$ cat config.mk
export PLATFORM = sky130hd
export DESIGN_NAME = can_bit_timing
export DESIGN_NICKNAME = d
export VERILOG_FILES = /design/src/rtl/can_bt_pkg.sv /design/src/rtl/can_bt_regs.sv /design/src/rtl/can_bt_prescaler.sv /design/src/rtl/can_bt_segseq.sv /design/src/rtl/can_bit_timing.sv
export SDC_FILE = /design/constraint.sdc
export NUM_CORES = 1
export LEC_CHECK = 0
export ABC_CLOCK_PERIOD_IN_PS = 4640
export BUFFER_PORTS_ARGS = -buffer_cell sky130_fd_sc_hd__buf_2
export CORE_UTILIZATION = 47
export CTS_CLUSTER_SIZE = 25
export DETAILED_ROUTE_END_ITERATION = 8
export HOLD_SLACK_MARGIN = 0.03
export PLACE_DENSITY = 0.7
export SLEW_MARGIN = 0
export SYNTH_ARGS = -nofsm -noshare
export SYNTH_HDL_FRONTEND = slang
export SYNTH_SLANG_ARGS = --single-unit
$ cat constraint.sdc
create_clock -name clk -period 4.64 [get_ports clk]
set_clock_uncertainty 0.1 [all_clocks]
set_input_delay 0.232 -clock clk [delete_from_list [all_inputs] [get_ports clk]]
set_output_delay 0.232 -clock clk [all_outputs]
set_load 0.02 [all_outputs]
$ cat src/rtl/can_bt_pkg.sv
package can_bt_pkg;
  localparam int REG_W  = 16;
  localparam int DIV_W  = 8;
  localparam int SEG1_W = 4;
  localparam int SEG2_W = 3;

  // field placement inside the two configuration words
  localparam int DIV_LSB  = 0;
  localparam int SEG1_LSB = 12;
  localparam int SEG2_LSB = 8;

  // largest quantum index is SEG1max+SEG2max+2
  localparam int QIDX_W = $clog2((2**SEG1_W) + (2**SEG2_W) + 1);

  typedef struct packed {
    logic [DIV_W-1:0]  div;
    logic [SEG1_W-1:0] seg1;
    logic [SEG2_W-1:0] seg2;
  } bt_cfg_t;
endpackage

$ cat src/rtl/can_bt_regs.sv
module can_bt_regs
  import can_bt_pkg::*;
(
  input  logic             clk,
  input  logic             rst,
  input  logic             wr_en,
  input  logic             wr_addr,
  input  logic [REG_W-1:0] wr_data,
  input  logic             rd_addr,
  output logic [REG_W-1:0] rd_data,
  output bt_cfg_t          cfg,
  output logic             restart
);
  always_ff @(posedge clk) begin
    if (rst) begin
      cfg <= '0;
    end else if (wr_en) begin
      if (wr_addr) begin
        cfg.seg1 <= wr_data[SEG1_LSB +: SEG1_W];
        cfg.seg2 <= wr_data[SEG2_LSB +: SEG2_W];
      end else begin
        cfg.div <= wr_data[DIV_LSB +: DIV_W];
      end
    end
  end

  always_comb begin
    rd_data = '0;
    if (rd_addr) begin
      rd_data[SEG1_LSB +: SEG1_W] = cfg.seg1;
      rd_data[SEG2_LSB +: SEG2_W] = cfg.seg2;
    end else begin
      rd_data[DIV_LSB +: DIV_W] = cfg.div;
    end
  end

  assign restart = wr_en;

  assert_div_load_R3: assert property (@(posedge clk) disable iff (rst)
    (wr_en && !wr_addr) |=> (cfg.div == $past(wr_data[DIV_LSB +: DIV_W])));
  assert_div_kept_R3: assert property (@(posedge clk) disable iff (rst)
    (wr_en && wr_addr) |=> $stable(cfg.div));
  assert_seg_load_R2: assert property (@(posedge clk) disable iff (rst)
    (wr_en && wr_addr) |=> (cfg.seg1 == $past(wr_data[SEG1_LSB +: SEG1_W]) &&
                            cfg.seg2 == $past(wr_data[SEG2_LSB +: SEG2_W])));
endmodule

$ cat src/rtl/can_bt_prescaler.sv
module can_bt_prescaler #(
  parameter int DIV_W = 8
) (
  input  logic             clk,
  input  logic             rst,
  input  logic             restart,
  input  logic [DIV_W-1:0] div,
  output logic             tq_end
);
  logic [DIV_W-1:0] pcnt;

  assign tq_end = (pcnt == div);

  always_ff @(posedge clk) begin
    if (rst || restart) begin
      pcnt <= '0;
    end else if (tq_end) begin
      pcnt <= '0;
    end else begin
      pcnt <= pcnt + 1'b1;
    end
  end

  assert_pcnt_range_R4: assert property (@(posedge clk) disable iff (rst)
    pcnt <= div);
  assert_restart_clear_R8: assert property (@(posedge clk) disable iff (rst)
    restart |=> (pcnt == '0));
endmodule

$ cat src/rtl/can_bt_segseq.sv
module can_bt_segseq #(
  parameter int SEG1_W = 4,
  parameter int SEG2_W = 3,
  parameter int QIDX_W = 5
) (
  input  logic              clk,
  input  logic              rst,
  input  logic              restart,
  input  logic              tq_end,
  input  logic [SEG1_W-1:0] seg1,
  input  logic [SEG2_W-1:0] seg2,
  output logic              sync_pulse,
  output logic              sample_pulse,
  output logic              bit_end
);
  logic [QIDX_W-1:0] qidx;
  logic [QIDX_W-1:0] q_sample;
  logic [QIDX_W-1:0] q_last;

  assign q_sample = QIDX_W'(seg1) + QIDX_W'(1);
  assign q_last   = QIDX_W'(seg1) + QIDX_W'(seg2) + QIDX_W'(2);

  assign sync_pulse   = tq_end && (qidx == '0);
  assign sample_pulse = tq_end && (qidx == q_sample);
  assign bit_end      = tq_end && (qidx == q_last);

  always_ff @(posedge clk) begin
    if (rst || restart) begin
      qidx <= '0;
    end else if (tq_end) begin
      qidx <= (qidx == q_last) ? '0 : qidx + 1'b1;
    end
  end

  assert_qidx_range_R5: assert property (@(posedge clk) disable iff (rst)
    qidx <= q_last);
  assert_wrap_R5: assert property (@(posedge clk) disable iff (rst)
    (bit_end && !restart) |=> (qidx == '0));
  assert_restart_R8: assert property (@(posedge clk) disable iff (rst)
    restart |=> (qidx == '0));
  assert_exclusive_R10: assert property (@(posedge clk) disable iff (rst)
    $onehot0({sync_pulse, sample_pulse, bit_end}));
  assert_on_tick_R10: assert property (@(posedge clk) disable iff (rst)
    (sync_pulse || sample_pulse || bit_end) |-> tq_end);
endmodule

$ cat src/rtl/can_bit_timing.sv
module can_bit_timing
  import can_bt_pkg::*;
(
  input  logic        clk,
  input  logic        rst,
  input  logic        wr_en,
  input  logic        wr_addr,
  input  logic [15:0] wr_data,
  input  logic        rd_addr,
  output logic [15:0] rd_data,
  output logic        tq_tick,
  output logic        sync_pulse,
  output logic        sample_pulse,
  output logic        bit_end
);
  bt_cfg_t cfg;
  logic    restart;

  can_bt_regs u_regs (
    .clk     (clk),
    .rst     (rst),
    .wr_en   (wr_en),
    .wr_addr (wr_addr),
    .wr_data (wr_data),
    .rd_addr (rd_addr),
    .rd_data (rd_data),
    .cfg     (cfg),
    .restart (restart)
  );

  can_bt_prescaler #(.DIV_W(DIV_W)) u_presc (
    .clk     (clk),
    .rst     (rst),
    .restart (restart),
    .div     (cfg.div),
    .tq_end  (tq_tick)
  );

  can_bt_segseq #(
    .SEG1_W (SEG1_W),
    .SEG2_W (SEG2_W),
    .QIDX_W (QIDX_W)
  ) u_seq (
    .clk          (clk),
    .rst          (rst),
    .restart      (restart),
    .tq_end       (tq_tick),
    .seg1         (cfg.seg1),
    .seg2         (cfg.seg2),
    .sync_pulse   (sync_pulse),
    .sample_pulse (sample_pulse),
    .bit_end      (bit_end)
  );
endmodule

==> flow_metrics.py, run 1 <==
metrics = {
    "yosys": {
        "synth_fp_nets": 230,
        "async_flop_share": 0,
        "synth-xor-area-share": 0.120,
        "synthSimpleGateAreaFrac": 0.278,
        "synth-main-ff-cell": "dfxtp_1",
        "synth_seq_cells": 28,
        "ys_types": 35,
        "ys_warn_count": 0,
        "seq_area_frac_synth": 0.333,
        "syn_inst": 198,
        "synth-edff-count": 0,
        "synthMuxAreaShare": 0.0476,
        "synth_top_family_by_area": "simple AND/OR/NAND/NOR gates",
        "syn_avg_cell_area_um2": 8.50,
        "netlist_area_mm2": 0.00168,
        "synth_fa_ha_area_frac": 0.0862,
        "synth_compound_area_frac": 0.0736,
    },
    "route": {
        "drc": 0,
        "drt_iter0_markers": 78,
        "vias": 1397,
        "routedWlPerCell_um": 12.2,
        "dr.pass1.iters": 4,
        "postRouteAntennaNets": 0,
        "wl_um": 3420,
        "viasPerCell": 4.97,
    },
    "setup_path": {
        "arrival_ps": 2630,
        "critPathLaunchType": "register",
        "setup.worst_path.class": "reg -> out",
        "worst-path-max-fanout": 7,
        "end_kind": "primary output",
        "critical_path_required_ps": 4310,
    },
    "sta": {
        "finalSetupViolations": 0,
        "slew_headroom": 0.416,
        "drv_slew": 0,
        "grt_setup_unrepaired": "no",
        "fin_setup_tns_ps": 0,
        "period_minus_slack_ps": 2970,
        "tightestPinTransition_ps": 874,
        "fin_hold_ws_ps": 39.8,
        "final_min_period_over_clock_period": 0.639,
        "hold_viol_final": 0,
        "max_freq_mhz": 337,
    },
    "place": {
        "place.gp.congestion": 0.805,
        "dp.cells": 272,
        "port_buffers": 38,
        "postPlaceCellArea_mm2": 0.00188,
        "dp_hpwl_um": 2540,
    },
    "finish": {
        "fillers": 323,
        "final_cells": 281,
        "finish.instance_area_mm2": 0.00196,
        "antenna_cells": 0,
        "drive_above_1_share": 0.213,
        "fin_util": 0.579,
        "fin_nets": 268,
        "area_delta_synth_final_pct": 16.7,
    },
    "global_routing": {
        "grt_antenna_before_repair": 0,
        "grt_max_degree": 18,
        "track_usage": 0.202,
        "overflow": 0,
        "grt_first_pass_wirelength_um": 5620,
        "grt_pass1_vias": 1241,
    },
    "pwr": {
        "p_leak_nw": 0.863,
        "powerDensity_mw_per_mm2": 243,
        "peakVddDrop_mv": 0.136,
    },
    "flow_run": {
        "cap_violations": 0,
    },
    "floorplan": {
        "fp.coreArea_mm2": 0.00339,
        "rows": 21,
        "chipWidth_um": 61.8,
        "die_h_um": 61.8,
        "ios": 41,
        "die-area_mm2": 0.00382,
        "start_util": 0.496,
    },
    "clocking": {
        "clock_path_buffers": 2,
        "numCtsBuffers": 3,
        "cts_sinks": 28,
        "clkTransAtPathRegs_ps": 140,
        "cts_resized": 0,
        "cts_tree": "done",
        "clock-root-buffer": "clkbuf_4",
        "htree_levels": 1,
        "clock_latency_ps": 320,
    },
    "outcome": {
        "outcome": "finished, final reports clean",
    },
    "hold_path": {
        "hp-class": "in -> reg",
    },
}
-- worst paths after layout --
kind | from | to | slack (ps) | cells after the start
hold reg to reg | u_regs.cfg[0] | u_regs.cfg[0] | 390 | 2
hold / removal | wr_data[3] | u_regs.cfg[10] | 40 | 3
setup reg to reg | u_regs.cfg[4] | u_seq.qidx[2] | 2120 | 10
setup / recovery | u_regs.cfg[4] | bit_end | 1670 | 10
-- area by class of cell --
class                      instances  area [um^2]  share of cell area
multi-input combinational        151         1020               0.521
timing repair buffer              43          240               0.122
clock buffer                       4         36.3              0.0185
tap                               46         57.6              0.0293
inverter                           9         46.3              0.0236
sequential                        28          561               0.286
-- cells in the mapped netlist (4+ instances only) --
| master | count | area share |
|---|---|---|
| inv_1 | 8 | 0.018 |
| nand2_1 | 14 | 0.031 |
| mux2i_1 | 8 | 0.048 |
| nand4_1 | 4 | 0.015 |
| xnor2_1 | 13 | 0.068 |
| and3_1 | 5 | 0.019 |
| nand3_1 | 20 | 0.059 |
| dfxtp_1 | 28 | 0.33 |
| clkbuf_1 | 4 | 0.0089 |
| nor2_1 | 22 | 0.049 |
| and2_1 | 8 | 0.030 |
| nor2b_1 | 9 | 0.033 |
| buf_2 | 4 | 0.012 |
| ha_1 | 10 | 0.074 |
| a21oi_1 | 12 | 0.036 |
| xor2_1 | 10 | 0.052 |
-- power breakdown --
| group | switching, mW | internal (mW) | total (mW) |
|---|---|---|---|
| registers | 0.0105 | 0.249 | 0.259 |
| clock network | 0.0664 | 0.0480 | 0.114 |
| logic | 0.0614 | 0.0430 | 0.104 |
| total | 0.138 | 0.340 | 0.478 |
-- sequential cells by signal, summed over array words and instances, names as in the netlist --
signal,count
u_presc.pcnt,8
u_regs.cfg,15
u_seq.qidx,5
-- worst max-delay path, stage by stage (launching register included) --
cell and delay (ps):
dfxtp_1 420, inv_1 70, ha_1 270, inv_1 40, ha_1 210, fa_1 450
xor2_1 160, nor3_2 220, o221ai_4 190, nor2_1 110, buf_2 170
-- stage by stage --
stage          power, mW  worst slack, ps
3_3_place_gp       0.365             2060
6_report           0.478             1670
3_5_place_dp       0.366             2040
4_1_cts            0.482             1660
5_1_grt            0.510             1520
2_1_floorplan      0.342             2120
-- cells by family (layout without fill, tap and decap cells) --
group | after synthesis | after routing
xor gates and xnor gates | 23 | 23
other | 1 | 1
and+or+nand+nor | 91 | 91
AOI/OAI and AO/OA | 17 | 17
buffers and inverters | 19 | 56
adders and majority gates | 11 | 11
DFF | 28 | 28
muxes | 8 | 8
-- placed cells by master (no fill, tap or decap), types with 3 or more instances in the layout --
cell / instances
nand4_1: 4
nor2b_1: 9
clkbuf_4: 3
ha_1: 10
mux2i_1: 8
dlygate4sd3_1: 5
dfxtp_1: 28
nor2_1: 22
and3_1: 5
xor2_1: 10
a21oi_1: 12
inv_1: 8
xnor2_1: 13
and2_1: 8
nand2_1: 14
nand3_1: 20
buf_2: 38
-- timing repair --
| action | in CTS | in global routing |
|---|---|---|
| endpoints found under the hold margin | 1 | 4 |
| hold buffers | 1 | 4 |
| setup buffers | 0 | 0 |
-- metal layers --
layer | up-vias | wire, um | GRT usage
li1 | 738 | - | -
met1 | 628 | 1700 | 0.270
met2 | 27 | 1550 | 0.329
met3 | 4 | 124 | 0.0311
met4 | 0 | 42 | 0.0762
met5 | - | 0 | 0
Note: power is estimated with default switching activity, not from simulation.
==> inputs of run 2 (changes only) <==
- ABC_AREA: default -> 1
- ABC_CLOCK_PERIOD_IN_PS: 4640 -> 2500
- PLACE_DENSITY: 0.7 -> 0.72
- clock period: 4.64 -> 2.5 ns (I/O delays scaled with it)
==> run 2 against run 1 <==
Non-clock buffer count increased by 14. Die area is 7.9% higher. Global-route usage is 0.74 points higher. Synthesized area is 8.2% higher. Synthesized cell count is 35% higher. Sequential power up 87%. Sequential share of layout area shrank 4.3 points. Largest cell class unchanged. Via count up 26%. Sequential cell count unchanged. Setup slack worse by 1700 ps. Highest routed layer unchanged. Register-to-register slack worse by 1900 ps.
==> flow_metrics.py, run 2 <==
metrics = {
    "outcome": {
        "outcome": "finished, final reports clean",
    },
    "yosys": {
        "async_flop_share": 0,
        "ys_types": 26,
        "seq_area_frac_synth": 0.308,
        "synth-main-ff-cell": "dfxtp_1",
        "synth_seq_cells": 28,
        "ys_warn_count": 0,
        "synth_fp_nets": 299,
        "synth_common_cells": "nand2_1 (64), inv_1 (41), nor2_1 (35)",
        "syn_avg_cell_area_um2": 6.82,
        "syn_inst": 267,
        "yosys.area.top_type": "dfxtp_1",
        "synthTopCellsByArea": "dfxtp_1 (31%), nand2_1 (13%), inv_1 (8.5%), nor2_1 (7.2%), ha_1 (6.9%)",
        "yosysMostFrequentCell": "nand2_1",
        "synth-edff-count": 0,
        "netlist.area_leader.share": 0.308,
        "netlist_area_mm2": 0.00182,
    },
    "route": {
        "drc": 0,
        "drt_iter0_markers": 69,
        "viasPerCell": 4.74,
        "postRouteAntennaNets": 0,
        "dr.pass1.iters": 4,
        "wl_um": 3880,
        "routedWlPerCell_um": 10.5,
        "vias": 1755,
    },
    "floorplan": {
        "chipWidth_um": 64.2,
        "die_h_um": 64.2,
        "fp.coreArea_mm2": 0.00369,
        "die-area_mm2": 0.00413,
        "rows": 22,
        "start_util": 0.494,
        "ios": 41,
    },
    "sta": {
        "fin_setup_tns_ps": 0,
        "max_freq_mhz": 401,
        "hold_viol_final": 0,
        "drv_slew": 0,
        "grt_setup_unrepaired": "yes",
        "slew_headroom": 0.642,
        "finalSetupViolations": 0,
        "period_minus_slack_ps": 2490,
        "final_min_period_over_clock_period": 0.997,
        "tightestPinTransition_ps": 537,
    },
    "pwr": {
        "internal_power_mw": 0.796,
        "seqPwrFrac": 0.432,
        "p_switching_mw": 0.325,
        "powerDensity_mw_per_mm2": 482,
        "power_frac_clock": 0.320,
        "swShare": 0.290,
        "combPwrFrac": 0.248,
        "peakVddDrop_mv": 0.247,
        "p_leak_nw": 1.17,
    },
    "setup_path": {
        "critical_path_required_ps": 2280,
        "end_kind": "primary output",
        "critPathLaunchType": "register",
        "arrival_ps": 2270,
        "setup.worst_path.class": "reg -> out",
        "worst-path-max-fanout": 2,
    },
    "finish": {
        "top_regs": "u_regs.cfg x15, u_presc.pcnt x8, u_seq.qidx x5",
        "largest_reg_flops": 15,
        "fin_nets": 355,
        "antenna_cells": 0,
        "finish.instance_area_mm2": 0.00232,
        "final_cell_mix": "nand2_1 (63), inv_1 (38), buf_2 (37), nor2_1 (35), dfxtp_1 (26)",
        "drive_above_1_share": 0.245,
        "fillers": 333,
        "top_register": "u_regs.cfg",
        "area_delta_synth_final_pct": 27.7,
        "final_common_cell": "nand2_1",
    },
    "clocking": {
        "clock_path_buffers": 2,
        "cts_tree": "done",
        "htree_levels": 1,
        "clkTransAtPathRegs_ps": 100,
        "cts_sinks": 28,
        "numCtsBuffers": 3,
        "clock-root-buffer": "clkbuf_8",
        "clock_latency_ps": 270,
    },
    "place": {
        "place.gp.congestion": 0.793,
        "postPlaceCellArea_mm2": 0.00206,
        "port_buffers": 38,
        "dp_hpwl_um": 2850,
    },
    "hold_path": {
        "hp-class": "in -> reg",
    },
    "global_routing": {
        "grt_antenna_before_repair": 0,
        "overflow": 0,
        "grt_pass1_vias": 1649,
        "track_usage": 0.209,
        "grt_max_degree": 17,
        "grt_first_pass_wirelength_um": 6860,
    },
    "flow_run": {
        "cap_violations": 0,
    },
}
## run 2: changes by cell type after synthesis, sizes merged, moves of 4 or more
cell and delta:
nand2 +56, inv +38, nor2 +19, a211oi +10, nor2b -9, and2 -8, mux2i -8, xnor2 -6
and3 -5, nand3 -5, nand4 -4
## run 2: logic make-up after synthesis
| kind of cell | after synthesis | share of synthesized area |
|---|---|---|
| simple gates | 136 | 0.342 |
| buf+inv | 53 | 0.113 |
| flops | 28 | 0.308 |
| compound gates | 20 | 0.0687 |
| xor+xnor | 18 | 0.0866 |
| fa+ha+maj | 11 | 0.0797 |
| other cells | 1 | 0.00206 |
## run 2: critical path: stages (launching register included)
cell	delay [ps]
dfxtp_2	350
inv_2	50
ha_4	250
inv_2	30
ha_4	150
fa_1	510
inv_1	50
nand2_1	50
nand2_1	50
nor2_1	80
nand2_1	50
nor2_1	80
nand2_1	70
nor2_1	90
buf_4	140
## run 2: timing repair
| item | in CTS | in global routing |
|---|---|---|
| hold buffers | 12 | 0 |
| setup buffers | 5 | 1 |
| hold endpoints to repair | 12 | 0 |
| pin swaps | 7 | 8 |
| resized for setup | 10 | 2 |
| endpoints found under the setup margin | 1 | 6 |
## run 2: path summary, 6_finish.rpt
kind,startpoint,endpoint,slack [ps],cells past startpoint
setup / recovery,u_regs.cfg[1],bit_end,6,14
hold / removal,wr_data[2],u_regs.cfg[9],30,3
setup reg to reg,u_regs.cfg[1],u_seq.qidx[3],180,17
hold reg to reg,u_regs.cfg[0],u_regs.cfg[0],400,2
## run 2: layer usage
layer	vias to the layer above	track usage	part of all wire
met5	-	0	0
met4	0	0.0528	0.0080
met3	4	0.0268	0.031
met2	32	0.408	0.53
met1	796	0.235	0.43
li1	923	-	-
## run 2: cell type report
| cell class | instances | area (um^2) | share of cell area |
|---|---|---|---|
| Multi-Input combinational cell | 186 | 1090 | 0.467 |
| Sequential cell | 28 | 563 | 0.242 |
| Timing Repair Buffer | 57 | 365 | 0.157 |
| Inverter | 47 | 179 | 0.0770 |
| Tap cell | 48 | 60.1 | 0.0258 |
| Clock buffer | 3 | 41.3 | 0.0178 |
| Clock inverter | 1 | 30.0 | 0.0129 |
## run 2: metrics by stage
stage	setup slack, ps	power [mW]	std cells	util	hold slack [ps]
finish	6.44	1.12	370	0.630	34.1
global route	-167	1.19	370	0.630	36.1
CTS	-68.3	1.13	370	0.629	32.0
detailed placement	107	0.739	349	0.558	282
global placement	134	0.733	349	0.558	274
floorplan	209	0.675	267	-	170
## run 2: power groups by stage
stage / clock [mW] / combinational, mW / sequential [mW]
after floorplan: 0 / 0.183 / 0.492
after global placement: 0 / 0.239 / 0.495
after detailed placement: 0 / 0.245 / 0.495
after CTS: 0.368 / 0.278 / 0.484
after global routing: 0.393 / 0.311 / 0.488
final: 0.358 / 0.278 / 0.485
